<file path="src/rtl/pwm_route_pkg.sv">
package pwm_route_pkg;

    localparam int unsigned DEF_NUM_CH  = 6;
    localparam int unsigned DEF_NUM_OUT = 8;

    typedef enum logic [1:0] {
        ROUTE_MODULO = 2'd0,
        ROUTE_HALF   = 2'd1,
        ROUTE_ALL0   = 2'd2,
        ROUTE_SPLIT  = 2'd3
    } route_mode_e;

    // Channel count used by the half-modulo map: floor(nch/2), at least 1.
    function automatic int unsigned half_count(int unsigned nch);
        int unsigned h;
        h = nch / 2;
        if (h < 1) h = 1;
        return h;
    endfunction

    // Source channel for output k under a given map.
    function automatic int unsigned src_chan(logic [1:0] mode, int unsigned k,
                                             int unsigned nch);
        int unsigned idx;
        case (mode)
            2'd0:    idx = k % nch;
            2'd1:    idx = k % half_count(nch);
            2'd2:    idx = 0;
            default: idx = (k == 0 || nch < 2) ? 0 : 1;
        endcase
        return idx;
    endfunction

endpackage

</file>
<file path="src/rtl/route_matrix.sv">
module route_matrix
    import pwm_route_pkg::*;
#(
    parameter int unsigned NUM_CH  = DEF_NUM_CH,
    parameter int unsigned NUM_OUT = DEF_NUM_OUT
) (
    input  logic [NUM_CH-1:0]  cc_wave,
    input  route_mode_e        mode,
    output logic [NUM_OUT-1:0] routed
);

    for (genvar k = 0; k < NUM_OUT; k++) begin : g_out
        localparam int unsigned IDX_MOD   = src_chan(2'd0, k, NUM_CH);
        localparam int unsigned IDX_HALF  = src_chan(2'd1, k, NUM_CH);
        localparam int unsigned IDX_ALL0  = src_chan(2'd2, k, NUM_CH);
        localparam int unsigned IDX_SPLIT = src_chan(2'd3, k, NUM_CH);

        always_comb begin
            case (mode)
                ROUTE_MODULO: routed[k] = cc_wave[IDX_MOD];
                ROUTE_HALF:   routed[k] = cc_wave[IDX_HALF];
                ROUTE_ALL0:   routed[k] = cc_wave[IDX_ALL0];
                default:      routed[k] = cc_wave[IDX_SPLIT];
            endcase
        end
    end

endmodule

</file>
<file path="src/rtl/pattern_bank.sv">
module pattern_bank #(
    parameter int unsigned NUM_OUT = 8,
    localparam int unsigned PW = 2 * NUM_OUT
) (
    input  logic               clk,
    input  logic               rst,
    input  logic               wr_en,
    input  logic               wr_direct,
    input  logic [PW-1:0]      wr_data,
    input  logic               commit,
    output logic [NUM_OUT-1:0] live_level,
    output logic [NUM_OUT-1:0] live_enable,
    output logic [PW-1:0]      staged
);

    typedef struct packed {
        logic [NUM_OUT-1:0] level;
        logic [NUM_OUT-1:0] enable;
    } pat_t;

    pat_t stage_q, live_q;

    always_ff @(posedge clk) begin
        if (rst) begin
            stage_q <= '0;
            live_q  <= '0;
        end else begin
            if (wr_en) stage_q <= pat_t'(wr_data);
            if (wr_en && wr_direct) live_q <= pat_t'(wr_data);
            else if (commit)        live_q <= stage_q;
        end
    end

    assign live_level  = live_q.level;
    assign live_enable = live_q.enable;
    assign staged      = stage_q;

endmodule

</file>
<file path="src/rtl/pattern_overlay.sv">
module pattern_overlay #(
    parameter int unsigned NUM_OUT = 8
) (
    input  logic [NUM_OUT-1:0] routed,
    input  logic [NUM_OUT-1:0] level,
    input  logic [NUM_OUT-1:0] enable,
    output logic [NUM_OUT-1:0] pins
);

    for (genvar k = 0; k < NUM_OUT; k++) begin : g_pin
        assign pins[k] = enable[k] ? level[k] : routed[k];
    end

endmodule

</file>
<file path="src/rtl/pwm_pin_router.sv">
module pwm_pin_router
    import pwm_route_pkg::*;
#(
    parameter int unsigned NUM_CH  = DEF_NUM_CH,
    parameter int unsigned NUM_OUT = DEF_NUM_OUT,
    localparam int unsigned PW = 2 * NUM_OUT
) (
    input  logic               clk,
    input  logic               rst,
    input  logic [NUM_CH-1:0]  cc_wave,
    input  logic               mode_wr,
    input  logic [1:0]         mode_wdata,
    input  logic               pat_wr,
    input  logic               pat_direct,
    input  logic [PW-1:0]      pat_wdata,
    input  logic               tmr_update,
    output logic [NUM_OUT-1:0] pin_out
);

    route_mode_e        mode_q;
    logic [NUM_OUT-1:0] routed;
    logic [NUM_OUT-1:0] live_level;
    logic [NUM_OUT-1:0] live_enable;
    logic [PW-1:0]      staged;
    logic [NUM_OUT-1:0] pins_d;

    always_ff @(posedge clk) begin
        if (rst)          mode_q <= ROUTE_MODULO;
        else if (mode_wr) mode_q <= route_mode_e'(mode_wdata);
    end

    route_matrix #(.NUM_CH(NUM_CH), .NUM_OUT(NUM_OUT)) u_matrix (
        .cc_wave (cc_wave),
        .mode    (mode_q),
        .routed  (routed)
    );

    pattern_bank #(.NUM_OUT(NUM_OUT)) u_bank (
        .clk         (clk),
        .rst         (rst),
        .wr_en       (pat_wr),
        .wr_direct   (pat_direct),
        .wr_data     (pat_wdata),
        .commit      (tmr_update),
        .live_level  (live_level),
        .live_enable (live_enable),
        .staged      (staged)
    );

    pattern_overlay #(.NUM_OUT(NUM_OUT)) u_overlay (
        .routed (routed),
        .level  (live_level),
        .enable (live_enable),
        .pins   (pins_d)
    );

    always_ff @(posedge clk) begin
        if (rst) pin_out <= '0;
        else     pin_out <= pins_d;
    end

endmodule

</file>
<file path="config.mk">
export PLATFORM = sky130hd
export DESIGN_NAME = pwm_pin_router
export DESIGN_NICKNAME = d
export VERILOG_FILES = /design/src/rtl/pwm_route_pkg.sv /design/src/rtl/route_matrix.sv /design/src/rtl/pattern_bank.sv /design/src/rtl/pattern_overlay.sv /design/src/rtl/pwm_pin_router.sv
export SDC_FILE = /design/constraint.sdc
export NUM_CORES = 1
export LEC_CHECK = 0
export ABC_CLOCK_PERIOD_IN_PS = 4019
export BUFFER_PORTS_ARGS = -buffer_cell sky130_fd_sc_hd__buf_2
export CAP_MARGIN = 10
export CORE_AREA = 2 2 62 64
export DETAILED_ROUTE_END_ITERATION = 12
export DIE_AREA = 0 0 64 66
export GPL_ROUTABILITY_DRIVEN = 0
export HOLD_SLACK_MARGIN = 0.15
export PLACE_DENSITY = 0.81
export SLEW_MARGIN = 20
export SYNTH_ARGS = -nofsm -noshare
export SYNTH_HDL_FRONTEND = slang
export SYNTH_HIERARCHICAL = 1
export SYNTH_SLANG_ARGS = --single-unit
export TNS_END_PERCENT = 10
</file>
<file path="constraint.sdc">
create_clock -name clk -period 4.02 [get_ports clk]
set_clock_uncertainty 0.15 [all_clocks]
set_input_delay 0.402 -clock clk [delete_from_list [all_inputs] [get_ports clk]]
set_output_delay 0.402 -clock clk [all_outputs]
set_load 0.01 [all_outputs]
</file>
## Yosys cells after proc, flatten, opt, wreduce, memory -nomap -nowiden

Index checks and enable logic that the tools add are counted.

| storage, ports and cells | value |
|---|---|
| ROM bits | 0 |
| latch bits | 0 |
| RAM bits | 0 |
| logic and storage cells | 30 |
| memories | 0 |
| input bits | 30 |
| output and inout bits | 8 |
| flip-flop bits (word level) | 42 |

| operators by class | value |
|---|---|
| order comparisons | 0 |
| bitwise logic cells | 0 |
| divide/modulo/power cells | 0 |
| eq/ne operators | 2 |
| reduce and logical (&&, ||, !) cells | 6 |
| shift-type cells | 0 |
| muxes and demuxes | 16 |
| add/subtract/negate cells | 0 |
| $mul | 0 |

Operators by type and width:

| cell | count |
|---|---|
| 2-to-1 mux 16 bit | 2 |
| 2-to-1 mux 1 bit | 10 |
| case mux 1 bit (2 select lines) | 3 |
| OR reduction 2 bit | 2 |
| case mux 1 bit (3 select lines) | 1 |
| OR reduction 3 bit | 1 |
| == test 2 x 1 -> 1 bit, second input constant | 1 |
| == test 2 bit, second input constant | 1 |
| zero test 2 bit | 1 |
| nonzero test 2 bit | 1 |
| logical AND 1 bit | 1 |

## Logic depth before layout (Yosys ltp)

Gate-level depths: netlist of the first run.

| logic depth | value |
|---|---|
| depth after elaboration | 4 |
| depth in mapped cells | 6 |
| mapped depth without buffers | 6 |

## By module

The synthesis of the first run kept the hierarchy.

Modules (own cells, without submodules):

| module | times used | area each (um2) | seq. area each (um2) | cells an instance |
|---|---|---|---|---|
| pattern_bank | 1 | 1,433.9 | 640.6 | 124 |
| pwm_pin_router | 1 | 277.8 | 200.2 | 22 |
| route_matrix | 1 | 177.7 | 0.0 | 22 |
| pattern_overlay | 1 | 120.1 | 0.0 | 8 |

## Least setup slack after synthesis of the first run

No wires, ideal clock.

| timing | value |
|---|---|
| path type | register to register |
| start point | register mode_q[0] |
| end point | register pin_out[4] |
| buffers on the path | 0 |
| cell stages (with the launch flop) | 7 |
| setup time | 0.114 ns |
| path slack | 2.281 ns |
| required time | 3.756 ns |
| data arrival time | 1.475 ns |
| period minus slack after synthesis | 1.739 ns |
| path through | dfxtp_1 -> inv_1 -> ha_1 -> a22o_1 -> mux2_2 -> mux2_4 -> nor2b_1 |

| between the ends | value |
|---|---|
| word-level cells in the longest chain between the ends | 3 |
| elaborated cells between the ends (all ways) | 4 |
| classes of those cells | 1 x eq/ne; 2 x mux; 1 x reduce/logical |

Ends and longest elaborated chain:

| item | RTL line | source |
|---|---|---|
| from (decl) | pwm_pin_router.sv:20 | `route_mode_e mode_q;` |
| from (signal assigned) | pwm_pin_router.sv:29 | `else if (mode_wr) mode_q <= route_mode_e'(mode_wdata);` |
| == test 2 bit or zero test 2 bit (tied branches) | route_matrix.sv:19 | `case (mode)` |
| case mux 1 bit (2 select lines) (*) | route_matrix.sv:19 |  |
| net routed[4] | pwm_pin_router.sv:21 | `logic [NUM_OUT-1:0] routed;` |
| 2-to-1 mux 1 bit (*) | pattern_overlay.sv:11 | `assign pins[k] = enable[k] ? level[k] : routed[k];` |
| net pins_d[4] | pwm_pin_router.sv:25 | `logic [NUM_OUT-1:0] pins_d;` |
| to (signal assigned) | pwm_pin_router.sv:59 | `else pin_out <= pins_d;` |
| to (decl) | pwm_pin_router.sv:17 | `output logic [NUM_OUT-1:0] pin_out` |

The timed path passes the listed nets; every way through them passes the cells marked *.
A chain may end at the register's enable or synchronous reset.

## Worst setup path in the final report of the first run

Same ends and word-level chain as after synthesis.

==> results by group, run 1 <==
Finish
  • Nets@finish: ~240
  • Area of the multi-input gates: 1050 µm²
  • Area growth from synthesis to layout: 10.1%
  • Antenna diode count: 0
  • Fin cells: ~260
  • # fillers: 321
  • Reg area: approximately 840 µm²
  • Fraction of layout cells with a size suffix above 1: 0.311

Pwr
  • Clk pwr share: 0.264
  • Maximum vdd ir drop: 0.218 mV
  • Switching power: between 200 and 250 µW
  • Logic pwr share: 0.165
  • Internal power: 602 µW
  • Pleak: 0.00106 µW
  • Switching Fraction: 0.255
  • Sequential power share: 0.571
  • Power Density: roughly 360 nW/µm²

Min path
  • HP Start: mode_wdata[0]
  • Hold Path Cell Cnt: 3
  • Hold Path Sink: mode_q[0]
  • Hold Crit Class: in2reg

Placed design
  • Port bufs: 37
  • Placed Instances: about 250
  • Post-DP HPWL: roughly 2.6 mm

Timing
  • Headroom to the max-slew limit: 0.464
  • Worst hold slack: roughly 0.16 ns
  • Fmax: 0.521 GHz
  • Tmin final: between 1.5 and 2 ns
  • RSZ-0062 raised after global routing: false
  • Fin. Hold Viols: 0
  • Final Setup Violations: 0
  • Crit share post-route: 0.478
  • Setup TNS Final: 0 ns
  • Worst slew pin tran: ~0.80 ns
  • Final slew viol count: 0

Clocking
  • Hold buffer count at CTS: 1
  • TritonCTS clock tree: built
  • Resized cells post-CTS: 0
  • Cts bufs inserted: 5
  • Clk slew on worst S/H paths: 0.12 ns
  • Post-CTS setup buffer count: 0
  • Clock latency on the worst-skew pair: 0.33 ns
  • CTS Buffer Depth: 2
  • Sink Count: 42
  • Root Driver: clkbuf_4
  • H-tree Lvls: 2

Run status
  • Outcome: completed

Logic synthesis
  • Yosys cell types: 24
  • Post-Syn Area: between 2000 and 2500 µm²
  • Seq/Total Area, Yosys: 0.418
  • Synth top area share: 0.418
  • Seq cells post-synth: 42
  • Post-synth ARST share: 0
  • Most used DFF post-synth: dfxtp_1
  • Synth Area per Inst: about 11 µm²
  • Synth area leader: dfxtp_1
  • Ys Warns: 6
  • Number of synthesized flops with an enable pin: 0
  • Syn Inst Count: between 150 and 200
  • Synth top area cells: dfxtp_1, mux2i_1, and3b_1, a211oi_2, mux2_4
  • Post-synthesis net count: 211

Floorplan
  • Core Region: roughly 3600 µm²
  • Die X: roughly 64 µm
  • Initial Util: 0.566
  • Rows: 22
  • I/O pin total: 38
  • Die Y: 66 µm
  • Die area: around 4200 µm²

Global route
  • GRT Total Usage: 0.183
  • Vias in the first global route: 1349
  • Global route total overflow: 0
  • First-pass GRT wire length: about 6 mm
  • Initial antenna violation count: 0
  • Largest net degree at the start of global routing: 43

Route
  • Via count: 1368
  • # DRC: 0
  • Vias per inst: between 5 and 6
  • DR iter-0 viols: 65
  • Final WL: about 3.6 mm
  • DRT Pass-1 Iters: 6
  • Avg WL per Cell: around 14 µm
  • Antenna Violating Nets Remaining: 0

Setup path
  • R2r setup slk: 2.10 ns
  • WS Path Type: reg2reg
  • Crit path buffers/inverters: 1
  • Slowest-stage cell, CP: dfxtp_1
  • R2R Path End: pin_out[4]
  • Crit start category: flip-flop
  • Crit-path cells: inv_1, ha_1, a22o_1, mux2_2, mux2_4, nor2b_1
  • R2r startpoint: mode_q[0]
  • Crit path required time: 4.07 ns
  • Worst EP arrival: approximately 2.0 ns
  • R2R cell count: 6
  • Crit path max fanout: 4
  • Max incr delay on CP: 0.41 ns
  • Delay-heaviest family, CP: multiplexers
  • Critical Path End Type: flip-flop

Job
  • Max-cap viol count: 0
## layout make-up
| cell class | count | share of cell area |
|---|---|---|
| Multi-Input combinational cell | 119 | 0.474 |
| Sequential cell | 42 | 0.380 |
| Timing Repair Buffer | 38 | 0.0882 |
| Tap cell | 48 | 0.0271 |
| Clock buffer | 7 | 0.0249 |
| Inverter | 2 | 0.00339 |
| Clock inverter | 1 | 0.00226 |
## cells in the final DEF (no fill, tap or decap)
cell type | netlist | final
nor2b_1 | 9 | 9
clkinv_2 | 0 | 1
a211oi_1 | 6 | 6
a221oi_1 | 1 | 1
clkbuf_4 | 0 | 5
buf_2 | 1 | 37
nor2_1 | 20 | 20
mux2_4 | 8 | 8
mux2_2 | 2 | 2
ha_1 | 5 | 5
a22o_1 | 1 | 1
dfxtp_1 | 42 | 42
mux2_1 | 1 | 1
nand2_2 | 1 | 1
dlygate4sd3_1 | 0 | 1
clkbuf_1 | 2 | 1
mux2i_1 | 34 | 34
and3b_1 | 16 | 16
clkbuf_8 | 0 | 1
a22oi_1 | 1 | 1
inv_1 | 2 | 2
a21oi_1 | 3 | 3
a211oi_2 | 10 | 10
o21ai_0 | 1 | 1
## registers in the layout, indices dropped and copies added, names as in the netlist
register            count
pin_out                 8
u_bank/live_level       8
u_bank/live_enable      8
u_bank/staged          16
mode_q                  2
## worst min-delay path: stages
cell and delay, ns:
buf_2 0.07, mux2i_1 0.06, nor2_1 0.08
## worst max path at each step
stage	start	to	slack [ns]	cells past startpoint
after floorplan	mode_q[0]	pin_out[4]	2.28	6
after global placement	pat_wr	u_bank/live_enable[2]	2.16	3
after detailed placement	pat_wr	u_bank/live_level[7]	2.07	3
after CTS	mode_q[0]	pin_out[4]	2.09	6
after global routing	mode_q[0]	pin_out[4]	1.99	6
final	mode_q[0]	pin_out[4]	2.10	6
## power by group through the flow
stage	sequential, µW	combinational (µW)	clock, µW
floorplan	470	100	0
global placement	469	127	0
detailed placement	471	133	0
CTS	461	134	219
global route	465	146	242
finish	461	133	213
## cells by family after synthesis
group / Yosys count / synth area share
AOI/OAI and AO/OA: 23 / 0.107
DFF: 42 / 0.418
adders and majority gates: 5 / 0.0311
and+or+nand+nor: 46 / 0.138
buffers and inverters: 15 / 0.0592
muxes: 45 / 0.246
## metal layers
layer / up-vias / wire length, µm / track usage
met2: 34 / 1760 / 0.323
met3: 2 / 156 / 0.0528
met1: 642 / 1620 / 0.222
li1: 690 / - / -
met4: 0 / 18 / 0.0326
met5: - / 0 / 0
## through the flow
stage	util	cell area (µm²)	setup WS, ns	total power, µW
2_1_floorplan	-	2010	2.28	570
3_3_place_gp	0.604	2140	2.16	596
3_5_place_dp	0.604	2140	2.07	604
4_1_cts	0.623	2210	2.09	814
5_1_grt	0.623	2210	1.99	853
6_report	0.623	2210	2.10	807
## cells in the mapped netlist, types with 3 or more instances
master and instances:
dfxtp_1 42, a211oi_1 6, a211oi_2 10, and3b_1 16, mux2i_1 34, mux2_4 8
nor2b_1 9, nor2_1 20, ha_1 5, a21oi_1 3, buf_4 4, buf_6 4
Power figures use the tool's default switching activity.
==> run 2: changes to the inputs <==
--- a/config.mk
+++ b/config.mk
@@ -5,15 +5,15 @@
 export SDC_FILE = /design/constraint.sdc
 export NUM_CORES = 1
 export LEC_CHECK = 0
-export ABC_CLOCK_PERIOD_IN_PS = 4019
+export ABC_CLOCK_PERIOD_IN_PS = 1880
 export BUFFER_PORTS_ARGS = -buffer_cell sky130_fd_sc_hd__buf_2
 export CAP_MARGIN = 10
-export CORE_AREA = 2 2 62 64
+export CORE_AREA = 2 2 65 67
 export DETAILED_ROUTE_END_ITERATION = 12
-export DIE_AREA = 0 0 64 66
+export DIE_AREA = 0 0 67 69
 export GPL_ROUTABILITY_DRIVEN = 0
 export HOLD_SLACK_MARGIN = 0.15
-export PLACE_DENSITY = 0.81
+export PLACE_DENSITY = 0.75
 export SLEW_MARGIN = 20
 export SYNTH_ARGS = -nofsm -noshare
 export SYNTH_HDL_FRONTEND = slang
==> constraint.sdc (replaced) <==
create_clock -name clk -period 1.88 [get_ports clk]
set_clock_uncertainty 0.15 [all_clocks]
set_input_delay 0.188 -clock clk [delete_from_list [all_inputs] [get_ports clk]]
set_output_delay 0.188 -clock clk [all_outputs]
set_load 0.01 [all_outputs]
==> results by group, run 2 (same netlist as run 1, synthesis figures left out) <==
Run status
  • Outcome: completed

Finish
  • Max reg flops: 16 (unchanged)
  • Reg area: 842 µm² (+0.15%)
  • Area of the multi-input gates: 1050 µm² (+0.48%)
  • Fin cells: 281 (+9.3%)
  • Most frequent cells in the layout: dfxtp_1, buf_2, mux2i_1
  • Area growth from synthesis to layout: 23.7%
  • Fraction of layout cells with a size suffix above 1: 0.312 (+0.000684)
  • Commonest non-fill, non-tap cell in the layout: dfxtp_1
  • Final core utilization: 0.635 (+0.0116)
  • Nets@finish: 265 (+9.1%)
  • # fillers: 352 (+9.7%)
  • Antenna diode count: 0 (unchanged)

Clocking
  • TritonCTS clock tree: built
  • H-tree Lvls: 2 (unchanged)
  • Cts bufs inserted: 5 (unchanged)
  • CTS Buffer Depth: 2 (unchanged)
  • Sink Count: 42 (unchanged)
  • Root Driver: clkbuf_8
  • Clock latency on the worst-skew pair: 0.29 ns (-0.04 ns)
  • Clk slew on worst S/H paths: 0.08 ns (-0.04 ns)

Setup path
  • WS Path Type: reg2reg
  • Critical Path End Type: flip-flop
  • R2r setup slk: 0.12 ns (-1.98 ns)
  • Crit path max fanout: 4 (unchanged)
  • Worst EP arrival: 1.78 ns (-0.19 ns)
  • Crit path required time: 1.90 ns (-2.17 ns)
  • Crit start category: flip-flop

Floorplan
  • Die area: 4620 µm² (+9.4%)
  • Core Region: 3910 µm² (+10%)
  • Rows: 23 (+4.5%)
  • Die Y: 69 µm (+4.5%)
  • Die X: 67 µm (+4.7%)
  • Initial Util: 0.513 (-0.0525)
  • I/O pin total: 38 (unchanged)

Timing
  • Final Setup Violations: 0 (unchanged)
  • RSZ-0062 raised after global routing: false
  • Crit share post-route: 0.937 (+0.459)
  • Final slew viol count: 0 (unchanged)
  • Tmin final: 1.76 ns (-0.160 ns)
  • Fin. Hold Viols: 0 (unchanged)
  • Setup ws final: 0.119 ns (-1.98 ns)
  • Setup TNS Final: 0 ns (unchanged)
  • Worst slew pin tran: 0.489 ns (-0.316 ns)
  • Fmax: 0.568 GHz (+9.1%)
  • Worst hold slack: 0.212 ns (+0.0565 ns)
  • Headroom to the max-slew limit: 0.674 (+0.211)

Placed design
  • Port bufs: 37 (unchanged)
  • Placed Instances: 253 (+2.0%)
  • Post-DP HPWL: 2.47 mm (-4.4%)
  • Place WS: 0.0686 ns (-2.00 ns)

Min path
  • Hold Crit Class: in2reg

Route
  • DR iter-0 viols: 66 (+1.5%)
  • Vias per inst: 5.15 (-3.3%)
  • Final WL: 3.73 mm (+4.8%)
  • Avg WL per Cell: 13.3 µm (-4.2%)
  • # DRC: 0 (unchanged)
  • Via count: 1446 (+5.7%)
  • DRT Pass-1 Iters: 4 (-2)
  • Antenna Violating Nets Remaining: 0 (unchanged)

Global route
  • GRT Total Usage: 0.174 (-0.00841)
  • First-pass GRT wire length: 6.12 mm (+1.8%)
  • Initial antenna violation count: 0 (unchanged)
  • Global route total overflow: 0 (unchanged)
  • Largest net degree at the start of global routing: 43 (unchanged)
  • Vias in the first global route: 1343 (-0.44%)

Pwr
  • Maximum vdd ir drop: 0.424 mV (+95%)
  • Pleak: 0.00118 µW (+11%)
  • Power Density: 796 nW/µm² (+120%)

Job
  • Max-cap viol count: 0 (unchanged)
[run 2: changes by cell type in the layout (fill, tap and decap cells not counted), sizes merged]
cell and change:
clkbuf +1, buf +3, clkinv -1, dlygate4sd3 +19
[run 2: metal layers]
metal / global-route usage / vias up / routed length (µm)
met3: 0.0538 / 7 / 177
met1: 0.212 / 677 / 1750
met4: 0.0748 / 0 / 66
met2: 0.279 / 34 / 1740
li1: - / 728 / -
met5: 0 / - / 0
[run 2: path summary, 6_finish.rpt]
| kind | end | depth (start not counted) | from |
|---|---|---|---|
| worst min register to register | u_bank/staged[0] | 2 | u_bank/staged[0] |
| worst max register to register | pin_out[4] | 6 | mode_q[1] |
| worst max-delay path | pin_out[4] | 6 | mode_q[1] |
| worst min-delay path | u_bank/staged[1] | 3 | pat_wr |
[run 2: report_power, final]
part           switching [µW]  internal [µW]
logic                     138            185
clock network             300            371
registers                31.8            951
[run 2: layout make-up]
cell class,count,area share
sequential,42,0.339
tap,50,0.0252
multi-input combinational,119,0.424
inverter,2,0.00302
clock buffer,8,0.0443
timing repair buffer,60,0.164
[run 2: repair_timing]
action | CTS | global route
setup endpoints to repair | 0 | 1
endpoints found under the hold margin | 33 | 0
hold buffers | 20 | 0
setup buffers | 0 | 0
resized for setup | 0 | 3
[run 2: metrics by stage]
step	instance area, µm²	total power (µW)
6_report	2480	1980
5_1_grt	2480	2060
4_1_cts	2480	2000
3_5_place_dp	2170	1290
3_3_place_gp	2170	1290
2_1_floorplan	2010	1220
[run 2: critical path, cell delays in order, from the launching register on]
cell	delay (ns)
dfxtp_2	0.36
inv_1	0.08
ha_1	0.22
a22o_1	0.20
mux2_2	0.25
mux2_4	0.26
nor2b_1	0.13
